==> config.mk <==
export PLATFORM = sky130hd
export DESIGN_NAME = burst_addr_seq
export DESIGN_NICKNAME = d
export VERILOG_FILES = /design/src/rtl/bseq_pkg.sv /design/src/rtl/bseq_beat_ctr.sv /design/src/rtl/bseq_order_map.sv /design/src/rtl/burst_addr_seq.sv
export SDC_FILE = /design/constraint.sdc
export NUM_CORES = 1
export LEC_CHECK = 0
export ABC_AREA = 0
export BUFFER_PORTS_ARGS = -buffer_cell sky130_fd_sc_hd__buf_4
export CAP_MARGIN = 20
export CELL_PAD_IN_SITES_DETAIL_PLACEMENT = 1
export CELL_PAD_IN_SITES_GLOBAL_PLACEMENT = 1
export CORE_AREA = 5 5 42 44
export DETAILED_ROUTE_END_ITERATION = 6
export DIE_AREA = 0 0 47 49
export GPL_ROUTABILITY_DRIVEN = 0
export MAX_ROUTING_LAYER = met4
export PLACE_DENSITY_LB_ADDON = 0.1
export RECOVER_POWER = 50
export SYNTH_ARGS = -nofsm -noshare
export SYNTH_HDL_FRONTEND = slang
export SYNTH_HIERARCHICAL = 1
export SYNTH_SLANG_ARGS = --single-unit
export TNS_END_PERCENT = 30
==> constraint.sdc <==
create_clock -name clk -period 2.5 [get_ports clk]
set_clock_uncertainty 0.1 [all_clocks]
set_input_delay 0.25 -clock clk [delete_from_list [all_inputs] [get_ports clk]]
set_output_delay 0.25 -clock clk [all_outputs]
set_load 0.1 [all_outputs]
==> src/rtl/bseq_pkg.sv <==
package bseq_pkg;
  typedef enum logic {
    ORD_LINEAR = 1'b0,
    ORD_XOR    = 1'b1
  } order_e;
endpackage

==> src/rtl/bseq_beat_ctr.sv <==
// Beat index within a burst: cleared at load, stepped on advance.
module bseq_beat_ctr #(
  parameter int ADDR_W = 2
) (
  input  logic              clk,
  input  logic              rst,
  input  logic              clear,
  input  logic              step,
  output logic [ADDR_W-1:0] beat_q,
  output logic [ADDR_W-1:0] beat_nxt
);
  localparam logic [ADDR_W-1:0] ONE = ADDR_W'(1);

  always_comb begin
    if (clear)     beat_nxt = '0;
    else if (step) beat_nxt = beat_q + ONE;
    else           beat_nxt = beat_q;
  end

  always_ff @(posedge clk) begin
    if (rst) beat_q <= '0;
    else     beat_q <= beat_nxt;
  end
endmodule

==> src/rtl/bseq_order_map.sv <==
// Maps start address and beat index to a burst address for the chosen order.
module bseq_order_map #(
  parameter int ADDR_W = 2
) (
  input  logic              [ADDR_W-1:0] start,
  input  logic              [ADDR_W-1:0] beat,
  input  bseq_pkg::order_e               order,
  output logic              [ADDR_W-1:0] addr
);
  logic [ADDR_W-1:0] lin_addr;
  logic [ADDR_W-1:0] xor_addr;

  // Natural wrap of the ADDR_W-bit sum keeps the linear walk in its block.
  assign lin_addr = start + beat;

  genvar gi;
  generate
    for (gi = 0; gi < ADDR_W; gi++) begin : g_xor_bit
      assign xor_addr[gi] = start[gi] ^ beat[gi];
    end
  endgenerate

  assign addr = (order == bseq_pkg::ORD_XOR) ? xor_addr : lin_addr;
endmodule

==> src/rtl/burst_addr_seq.sv <==
module burst_addr_seq #(
  parameter int ADDR_W = 2
) (
  input  logic              clk,
  input  logic              rst,
  input  logic              load,
  input  logic [ADDR_W-1:0] load_addr,
  input  logic              adv,
  input  logic              mode,
  output logic [ADDR_W-1:0] burst_addr
);
  import bseq_pkg::*;

  logic [ADDR_W-1:0] start_q, start_nxt;
  order_e            order_q, order_nxt;
  logic [ADDR_W-1:0] beat_q, beat_nxt;
  logic [ADDR_W-1:0] addr_nxt;

  // A load overrides an advance issued in the same cycle.
  assign start_nxt = load ? load_addr : start_q;
  assign order_nxt = load ? order_e'(mode) : order_q;

  bseq_beat_ctr #(.ADDR_W(ADDR_W)) u_beat (
    .clk      (clk),
    .rst      (rst),
    .clear    (load),
    .step     (adv),
    .beat_q   (beat_q),
    .beat_nxt (beat_nxt)
  );

  bseq_order_map #(.ADDR_W(ADDR_W)) u_map (
    .start (start_nxt),
    .beat  (beat_nxt),
    .order (order_nxt),
    .addr  (addr_nxt)
  );

  always_ff @(posedge clk) begin
    if (rst) begin
      start_q    <= '0;
      order_q    <= ORD_LINEAR;
      burst_addr <= '0;
    end else begin
      start_q    <= start_nxt;
      order_q    <= order_nxt;
      burst_addr <= addr_nxt;
    end
  end
endmodule

==> summary.txt, run 1 <==
Run status
  • Status: finished, final reports clean

Die
  • Core Region: between 1000 and 1500 µm²
  • Width of the die: around 47 µm
  • I/O pin cnt: 9
  • Die Span Y: between 40 and 50 µm
  • Die ar.: 2300 µm²
  • Row count: 14
  • Starting Density: 0.221

Clock network
  • Clock sinks: 7
  • Post_cts resized: 0
  • CTS tree: built
  • Cts hold-fix bufs: 0
  • Clock Tree Root: clkbuf_4
  • CTS buffer count: 3
  • Clock Latency Late Sink: around 0.25 ns
  • Clk slew on worst S/H paths: around 0.05 ns
  • CTS Buffer Depth: 2
  • Clock H-tree levels: 1
  • Post-CTS setup buffers: 0

Setup path
  • Slowest stage delay, CP: 0.33 ns
  • Worst-path cell chain: xnor2_1 > nor2_1 > ha_1 > nor2b_1 > xnor2_1 > nor2b_1
  • Startpoint Class: flop
  • Worst Path Arrival: between 1 and 1.5 ns
  • CP Class: flop to flop
  • WP data required: ~2.6 ns
  • CP max FO: 3
  • Slowest CP cell: dfxtp_1
  • R2R cell count: 6
  • Critical Path Sink Type: flop
  • R2R Path Start: u_beat/beat_q[0]
  • Worst path bufs/invs: 0
  • RR Endpoint: burst_addr[1]
  • R2R Setup Slk: approximately 1.1 ns
  • CP top delay family: XOR/XNOR gates

Cells and area
  • Area delta synth->final: 29.6%
  • Final core occ: 0.286
  • Layout cells sized above 1: 0.342
  • Fin area: ~400 µm²
  • Commonest non-fill, non-tap cell in the layout: buf_4
  • Final nets: 47
  • Ant. Diodes: 0
  • Commonest non-fill, non-tap cells in the layout: buf_4 (8), dfxtp_1 (7), nor2b_1 (6), clkbuf_4 (3), xnor2_1 (3)

Detailed routing
  • Drt drc: 0
  • Vias: ~220
  • WL/cell: 10.6 µm
  • Remaining antenna violation count after routing: 0
  • Number of vias per cell: 4.09
  • Detailed router's first-iteration violation count: 2
  • Total wire length: approximately 580 µm
  • Drt first pass iters: 2

Placement
  • PortBufs: 8
  • Placed cell area: 389 µm²
  • Post-DP HPWL: approximately 430 µm

Pwr
  • Total net switching power: slightly above 80 µW
  • Internal: between 200 and 250 µW
  • Reg power frac: 0.427
  • Comb pwr share: 0.208
  • LEAKAGE: 0.164 nW
  • VDD IR-drop max: ~250 µV
  • Switching Fraction: 0.287
  • Power Density: around 700 nW/µm²
  • Clock share of power: 0.365

STA
  • Final min period: about 1.4 ns
  • Setup TNS Final: 0 ns
  • Period utilization: 0.553
  • Slew @ Worst Pin: ~0.28 ns
  • Worst slew margin: 0.816
  • Final Hold Vio Count: 0
  • RSZ-0062 raised after global routing: false
  • Final number of max-transition violations: 0
  • # setup viols final: 0
  • Peak Freq: between 700 and 800 MHz

Global route
  • GRT overflow: 0
  • Pin count of the biggest net entering global routing: 8
  • Number of global-route vias before repair: approximately 230
  • Initial antenna violation count: 0
  • Global-route usage over all layers: 0.0636
  • Global-route wire length before repair: 924 µm

Yosys
  • Sequential area share after synthesis: 0.453
  • Syn_nets: 34
  • Yosys Warn Count: 6
  • Mean post-synth cell area: around 12 µm²
  • Cell count after synthesis: 26
  • Synth cell types: 13
  • Yosys reg bits: 7
  • Cell area after synthesis: around 310 µm²

Worst hold path
  • Hold depth: 2
  • Worst Hold Path EP: u_beat/beat_q[1]
  • Min-delay worst type: input port to flop
  • Min-delay src: rst

Job
  • Max Cap Viol: 0
==> metal layers <==
layer,track usage,part of all wire,up-vias
met1,0.0705,0.44,100
met2,0.0724,0.46,7
met4,0.0691,0.0087,0
met3,0.0332,0.085,2
met5,-,0,-
li1,-,-,112
==> cell usage after synthesis <==
library cell  instances  area, µm²
dfxtp_1               7        140
nor2b_1               5       31.3
xnor2_1               3       26.3
mux2_4                2       30.0
a211oi_2              1       12.5
a21bo_1               1       10.0
a21oi_1               1       5.00
ha_1                  1       12.5
mux2_2                1       11.3
nand3b_1              1       7.51
nor2_1                1       3.75
nor2b_4               1       13.8
nor3_1                1       5.00
==> flip-flops by register name (all words and copies together) (netlist names) <==
name and count:
start_q 2, u_beat/beat_q 2, burst_addr 2, order_q 1
==> power by group through the flow <==
stage | registers [mW] | clock network, mW | logic, mW
2_1_floorplan | 0.146 | 0 | 0.0209
3_3_place_gp | 0.123 | 0 | 0.0626
3_5_place_dp | 0.124 | 0 | 0.0635
4_1_cts | 0.121 | 0.110 | 0.0639
5_1_grt | 0.122 | 0.122 | 0.0625
6_report | 0.121 | 0.103 | 0.0589
==> final cells by class <==
class | count | area (µm²)
clock buffer | 4 | 26.3
fill | 177 | 1000
sequential | 7 | 140
multi-input combinational | 19 | 154
tap | 16 | 20.0
timing repair buffer | 8 | 60.1
==> worst max path at each step <==
| stage | startpoint | to | slack, ns | cells after the start |
|---|---|---|---|---|
| 3_3_place_gp | load | burst_addr[1] | 1.01 | 6 |
| 3_5_place_dp | load | burst_addr[1] | 1.01 | 6 |
| 2_1_floorplan | start_q[0] | burst_addr[1] | 1.22 | 5 |
| 6_report | u_beat/beat_q[0] | burst_addr[1] | 1.12 | 6 |
| 4_1_cts | u_beat/beat_q[0] | burst_addr[1] | 1.11 | 6 |
| 5_1_grt | u_beat/beat_q[0] | burst_addr[1] | 1.05 | 6 |
==> metrics by stage <==
| stage | instances | hold WS, ns | worst slack [ns] | total power, mW |
|---|---|---|---|---|
| 3_5_place_dp | 50 | 0.395 | 1.01 | 0.187 |
| 6_report | 54 | 0.115 | 1.12 | 0.283 |
| 5_1_grt | 54 | 0.108 | 1.05 | 0.306 |
| 3_3_place_gp | 50 | 0.387 | 1.01 | 0.186 |
| 2_1_floorplan | 26 | 0.214 | 1.22 | 0.167 |
| 4_1_cts | 54 | 0.120 | 1.11 | 0.295 |
==> cell families after synthesis <==
logic type,count (synthesis),share of synthesized area
xor+xnor,3,0.0850
flops,7,0.453
mux,3,0.134
compound gates,3,0.0890
fa+ha+maj,1,0.0405
simple gates,9,0.198
Power figures use the tool's default switching activity.
==> run 2: changes to the inputs <==
- clock period: 2.5 -> 1.4 ns (I/O delays scaled with it)
==> summary.txt, run 2 (synthesis gave the netlist of run 1 again) <==
Setup path
  • CP Class: flop to flop
  • RR Endpoint: burst_addr[1]
  • R2R Path Start: u_beat/beat_q[0]
  • CP max FO: 3
  • Critical Path Sink Type: flop
  • R2R cell count: 6
  • WP data required: 1.44 ns
  • Worst Path Arrival: around 1.4 ns
  • R2R Setup Slk: 0.06 ns
  • Startpoint Class: flop

Pwr
  • Power Density: 1210 nW/µm²
  • Total net switching power: approximately 140 µW
  • Clock share of power: 0.354
  • Internal: around 370 µW
  • Comb pwr share: 0.219
  • Switching Fraction: 0.280
  • LEAKAGE: 0.173 nW
  • Reg power frac: 0.427
  • VDD IR-drop max: 422 µV
  • Tot Pwr: 507 µW

Global route
  • Number of global-route vias before repair: ~270
  • Global-route wire length before repair: between 1000 and 1500 µm
  • Initial antenna violation count: 0
  • Pin count of the biggest net entering global routing: 8
  • Global-route usage over all layers: 0.0658
  • GRT overflow: 0

Clock network
  • Post-CTS setup buffers: 0
  • Clock sinks: 7
  • Clock Tree Root: clkbuf_4
  • Clock Latency Late Sink: roughly 0.24 ns
  • Post_cts resized: 0
  • Clock H-tree levels: 1
  • Cts hold-fix bufs: 0
  • CTS Buffer Depth: 2
  • CTS tree: built
  • Clk slew on worst S/H paths: 0.05 ns
  • CTS buffer count: 3

Detailed routing
  • Drt drc: 0
  • Number of vias per cell: 4.15
  • Remaining antenna violation count after routing: 0
  • WL/cell: ~11 µm
  • Drt first pass iters: 2
  • Vias: 228
  • Detailed router's first-iteration violation count: 1
  • Total wire length: just over 600 µm

STA
  • Slew @ Worst Pin: between 0.2 and 0.3 ns
  • Final Hold Vio Count: 0
  • Final min period: about 1.3 ns
  • # setup viols final: 0
  • Final number of max-transition violations: 0
  • Peak Freq: 747 MHz
  • RSZ-0062 raised after global routing: false
  • Final worst slack: about 0.061 ns
  • Worst slew margin: 0.816
  • Period utilization: 0.957
  • Setup TNS Final: 0 ns

Die
  • Width of the die: around 47 µm
  • Die ar.: ~2300 µm²
  • Die Span Y: 49 µm
  • I/O pin cnt: 9
  • Row count: 14
  • Core Region: around 1400 µm²
  • Starting Density: 0.221

Cells and area
  • Commonest non-fill, non-tap cell in the layout: buf_4
  • Layout cells sized above 1: 0.462
  • Commonest non-fill, non-tap cells in the layout: buf_4 (9), dfxtp_1 (6), nor2b_1 (5), clkbuf_4 (3), xnor2_1 (3)
  • Final core occ: 0.299
  • Final nets: between 40 and 50
  • FILL cells: approximately 170
  • Top flop regs: burst_addr: 2 flops, start_q: 2 flops, u_beat/beat_q: 2 flops
  • Area delta synth->final: 35.6%
  • Post-route insts no fill: 55
  • Ant. Diodes: 0

Worst hold path
  • Min-delay worst type: input port to flop
  • Min-delay src: rst
  • Hold depth: 2
  • Worst Hold Path EP: u_beat/beat_q[1]

Run status
  • Status: finished, final reports clean

Placement
  • Dpl ws: between 0.02 and 0.03 ns
  • Post-DP HPWL: around 500 µm
  • PortBufs: 8
  • Placed cells: 51

Job
  • Max Cap Viol: 0
## run 2: metrics by stage
step	hold slack (ns)	cell area, µm²
final	0.0165	419
after global routing	0.0154	419
after CTS	0.0171	423
after detailed placement	0.285	397
after global placement	0.279	397
after floorplan	0.104	309
## run 2: power by group through the flow
stage	sequential, mW	clock, mW	combinational, mW
floorplan	0.261	0	0.0373
global placement	0.220	0	0.114
detailed placement	0.221	0	0.116
CTS	0.216	0.195	0.116
global route	0.218	0.202	0.118
finish	0.217	0.179	0.111
## run 2: layer usage
metal,vias up,GRT usage,share of wire
li1,116,-,-
met1,105,0.0708,0.45
met2,7,0.0995,0.48
met3,0,0.0332,0.072
met4,0,0.0276,0
met5,-,-,0
## run 2: final cells by class
type | count | area, µm² | area share
Tap cell | 16 | 20.0 | 0.0478
Sequential cell | 7 | 141 | 0.337
Clock buffer | 4 | 26.3 | 0.0627
Timing Repair Buffer | 9 | 67.6 | 0.161
Multi-Input combinational cell | 19 | 164 | 0.391
## run 2: critical path, stage by stage, from the launching register on
cell and delay [ns]:
dfxtp_2 0.33, xnor2_1 0.19, nor2_1 0.07, ha_1 0.18
nor2b_1 0.13, xnor2_1 0.11, nor2b_1 0.12
## run 2: how the worst max path moves through the flow
stage | slack (ns) | depth (start not counted) | startpoint | end
CTS | 0.02 | 6 | u_beat/beat_q[0] | burst_addr[1]
floorplan | 0.12 | 5 | start_q[0] | burst_addr[1]
detailed placement | 0.03 | 6 | load | burst_addr[1]
global route | 0.009 | 5 | start_q[0] | burst_addr[1]
global placement | 0.04 | 6 | load | burst_addr[1]
finish | 0.06 | 6 | u_beat/beat_q[0] | burst_addr[1]
==> run 3: changes to the inputs <==
- CORE_AREA: 5 5 42 44 -> 2 2 39 41
- DIE_AREA: 0 0 47 49 -> 0 0 41 43
- GPL_ROUTABILITY_DRIVEN: 0 -> unset
==> summary.txt, run 3 (synthesis gave the netlist of run 1 again) <==
Run status
  • Status: finished, final reports clean

Setup path
  • R2R cell count: 5
  • R2R Path Start: start_q[0]
  • RR Endpoint: burst_addr[1]
  • WP data required: 1.44 ns
  • R2R Setup Slk: around 0.064 ns
  • CP max FO: 2
  • Worst Path Arrival: about 1.4 ns
  • Startpoint Class: flop
  • Critical Path Sink Type: flop
  • CP Class: flop to flop
  • Critical path origin: start_q[0]

Pwr
  • Clock share of power: 0.355
  • Comb pwr share: 0.219
  • Total net switching power: ~140 µW
  • Power Density: 1210 nW/µm²
  • Reg power frac: 0.426
  • Switching Fraction: 0.281
  • Internal: between 300 and 400 µW
  • LEAKAGE: roughly 0.18 nW
  • VDD IR-drop max: just over 400 µV

Clock network
  • CTS Buffer Depth: 2
  • Clock H-tree levels: 1
  • Clock Tree Root: clkbuf_4
  • Clock sinks: 7
  • Cts hold-fix bufs: 0
  • CTS tree: built
  • Post-CTS setup buffers: 0
  • Clk slew on worst S/H paths: about 0.050 ns
  • Clock Latency Late Sink: 0.25 ns
  • Post_cts resized: 0
  • CTS buffer count: 3

Cells and area
  • Layout cells sized above 1: 0.462
  • Final nets: 48
  • Commonest non-fill, non-tap cells in the layout: buf_4 (9), dfxtp_1 (6), nor2b_1 (5), clkbuf_4 (3), xnor2_1 (2)
  • Ant. Diodes: 0
  • Top flop regs: burst_addr: 2 flops, start_q: 2 flops, u_beat/beat_q: 2 flops
  • Commonest non-fill, non-tap cell in the layout: buf_4
  • Fin area: 423 µm²
  • Final core occ: 0.306
  • Area delta synth->final: 36.8%

Placement
  • Routability Congestion: 0.603
  • PortBufs: 8
  • Placed cell area: 397 µm²

STA
  • Final Hold Vio Count: 0
  • Final min period: ~1.3 ns
  • Peak Freq: around 750 MHz
  • Setup TNS Final: 0 ns
  • Final number of max-transition violations: 0
  • # setup viols final: 0
  • Slew @ Worst Pin: 0.278 ns
  • Worst slew margin: 0.816
  • Period utilization: 0.955

Worst hold path
  • Worst Hold Path EP: u_beat/beat_q[1]
  • Min-delay worst type: input port to flop
  • Min-delay src: rst
  • Hold depth: 2

Detailed routing
  • Remaining antenna violation count after routing: 0
  • Total wire length: around 590 µm
  • Vias: approximately 230
  • Detailed router's first-iteration violation count: 3
  • Drt first pass iters: 2
  • WL/cell: 10.7 µm
  • Number of vias per cell: 4.09
  • Drt drc: 0

Global route
  • Global-route usage over all layers: 0.0915
  • GRT overflow: 0
  • Global-route wire length before repair: a little under 1000 µm
  • Pin count of the biggest net entering global routing: 8
  • Number of global-route vias before repair: roughly 250
  • Initial antenna violation count: 0

Die
  • Width of the die: ~41 µm
  • Die ar.: about 1800 µm²
  • Row count: 14
  • Core Region: around 1400 µm²
  • Die Span Y: about 43 µm
  • Starting Density: 0.223
  • I/O pin cnt: 9

Job
  • Max Cap Viol: 0
-- run 3: cell counts in the layout (fill, tap and decap cells not counted) --
Identical to the previous run, type by type.
-- run 3: through the flow --
stage	std cells	power (mW)	hold slack, ns	worst slack (ns)
floorplan	26	0.298	0.104	0.122
global placement	51	0.334	0.279	0.0397
detailed placement	51	0.336	0.284	0.0354
CTS	55	0.524	0.0161	0.0259
global route	55	0.547	0.00353	-0.00112
finish	55	0.510	0.00872	0.0637
-- run 3: routing by layer --
layer | part of all wire | GRT usage
met5 | 0 | -
met4 | 0 | 0.0600
met3 | 0.053 | 0.0471
met2 | 0.50 | 0.106
met1 | 0.45 | 0.119
-- run 3: critical path, stage by stage, from the launching register on --
cell	delay, ns
dfxtp_1	0.30
mux2_4	0.27
ha_1	0.20
nor2b_1	0.14
xnor2_1	0.11
nor2b_1	0.12
-- run 3: power by group through the flow --
stage          combinational [mW]  sequential, mW  clock, mW
4_1_cts                     0.116           0.217      0.192
3_3_place_gp                0.114           0.220          0
3_5_place_dp                0.115           0.221          0
2_1_floorplan              0.0373           0.261          0
6_report                    0.112           0.217      0.181
5_1_grt                     0.120           0.218      0.208
-- run 3: final cells by class --
cell class	instances	area [µm²]
fill	163	961
multi-input combinational	19	168
sequential	7	141
timing repair buffer	9	67.6
clock buffer	4	26.3
tap	16	20.0
-- run 3: worst max path at each step --
stage / endpoint / slack [ns]
6_report: burst_addr[1] / 0.06
5_1_grt: burst_addr[1] / -0.001
4_1_cts: burst_addr[1] / 0.03
3_5_place_dp: burst_addr[1] / 0.04
3_3_place_gp: burst_addr[1] / 0.04
2_1_floorplan: burst_addr[1] / 0.12
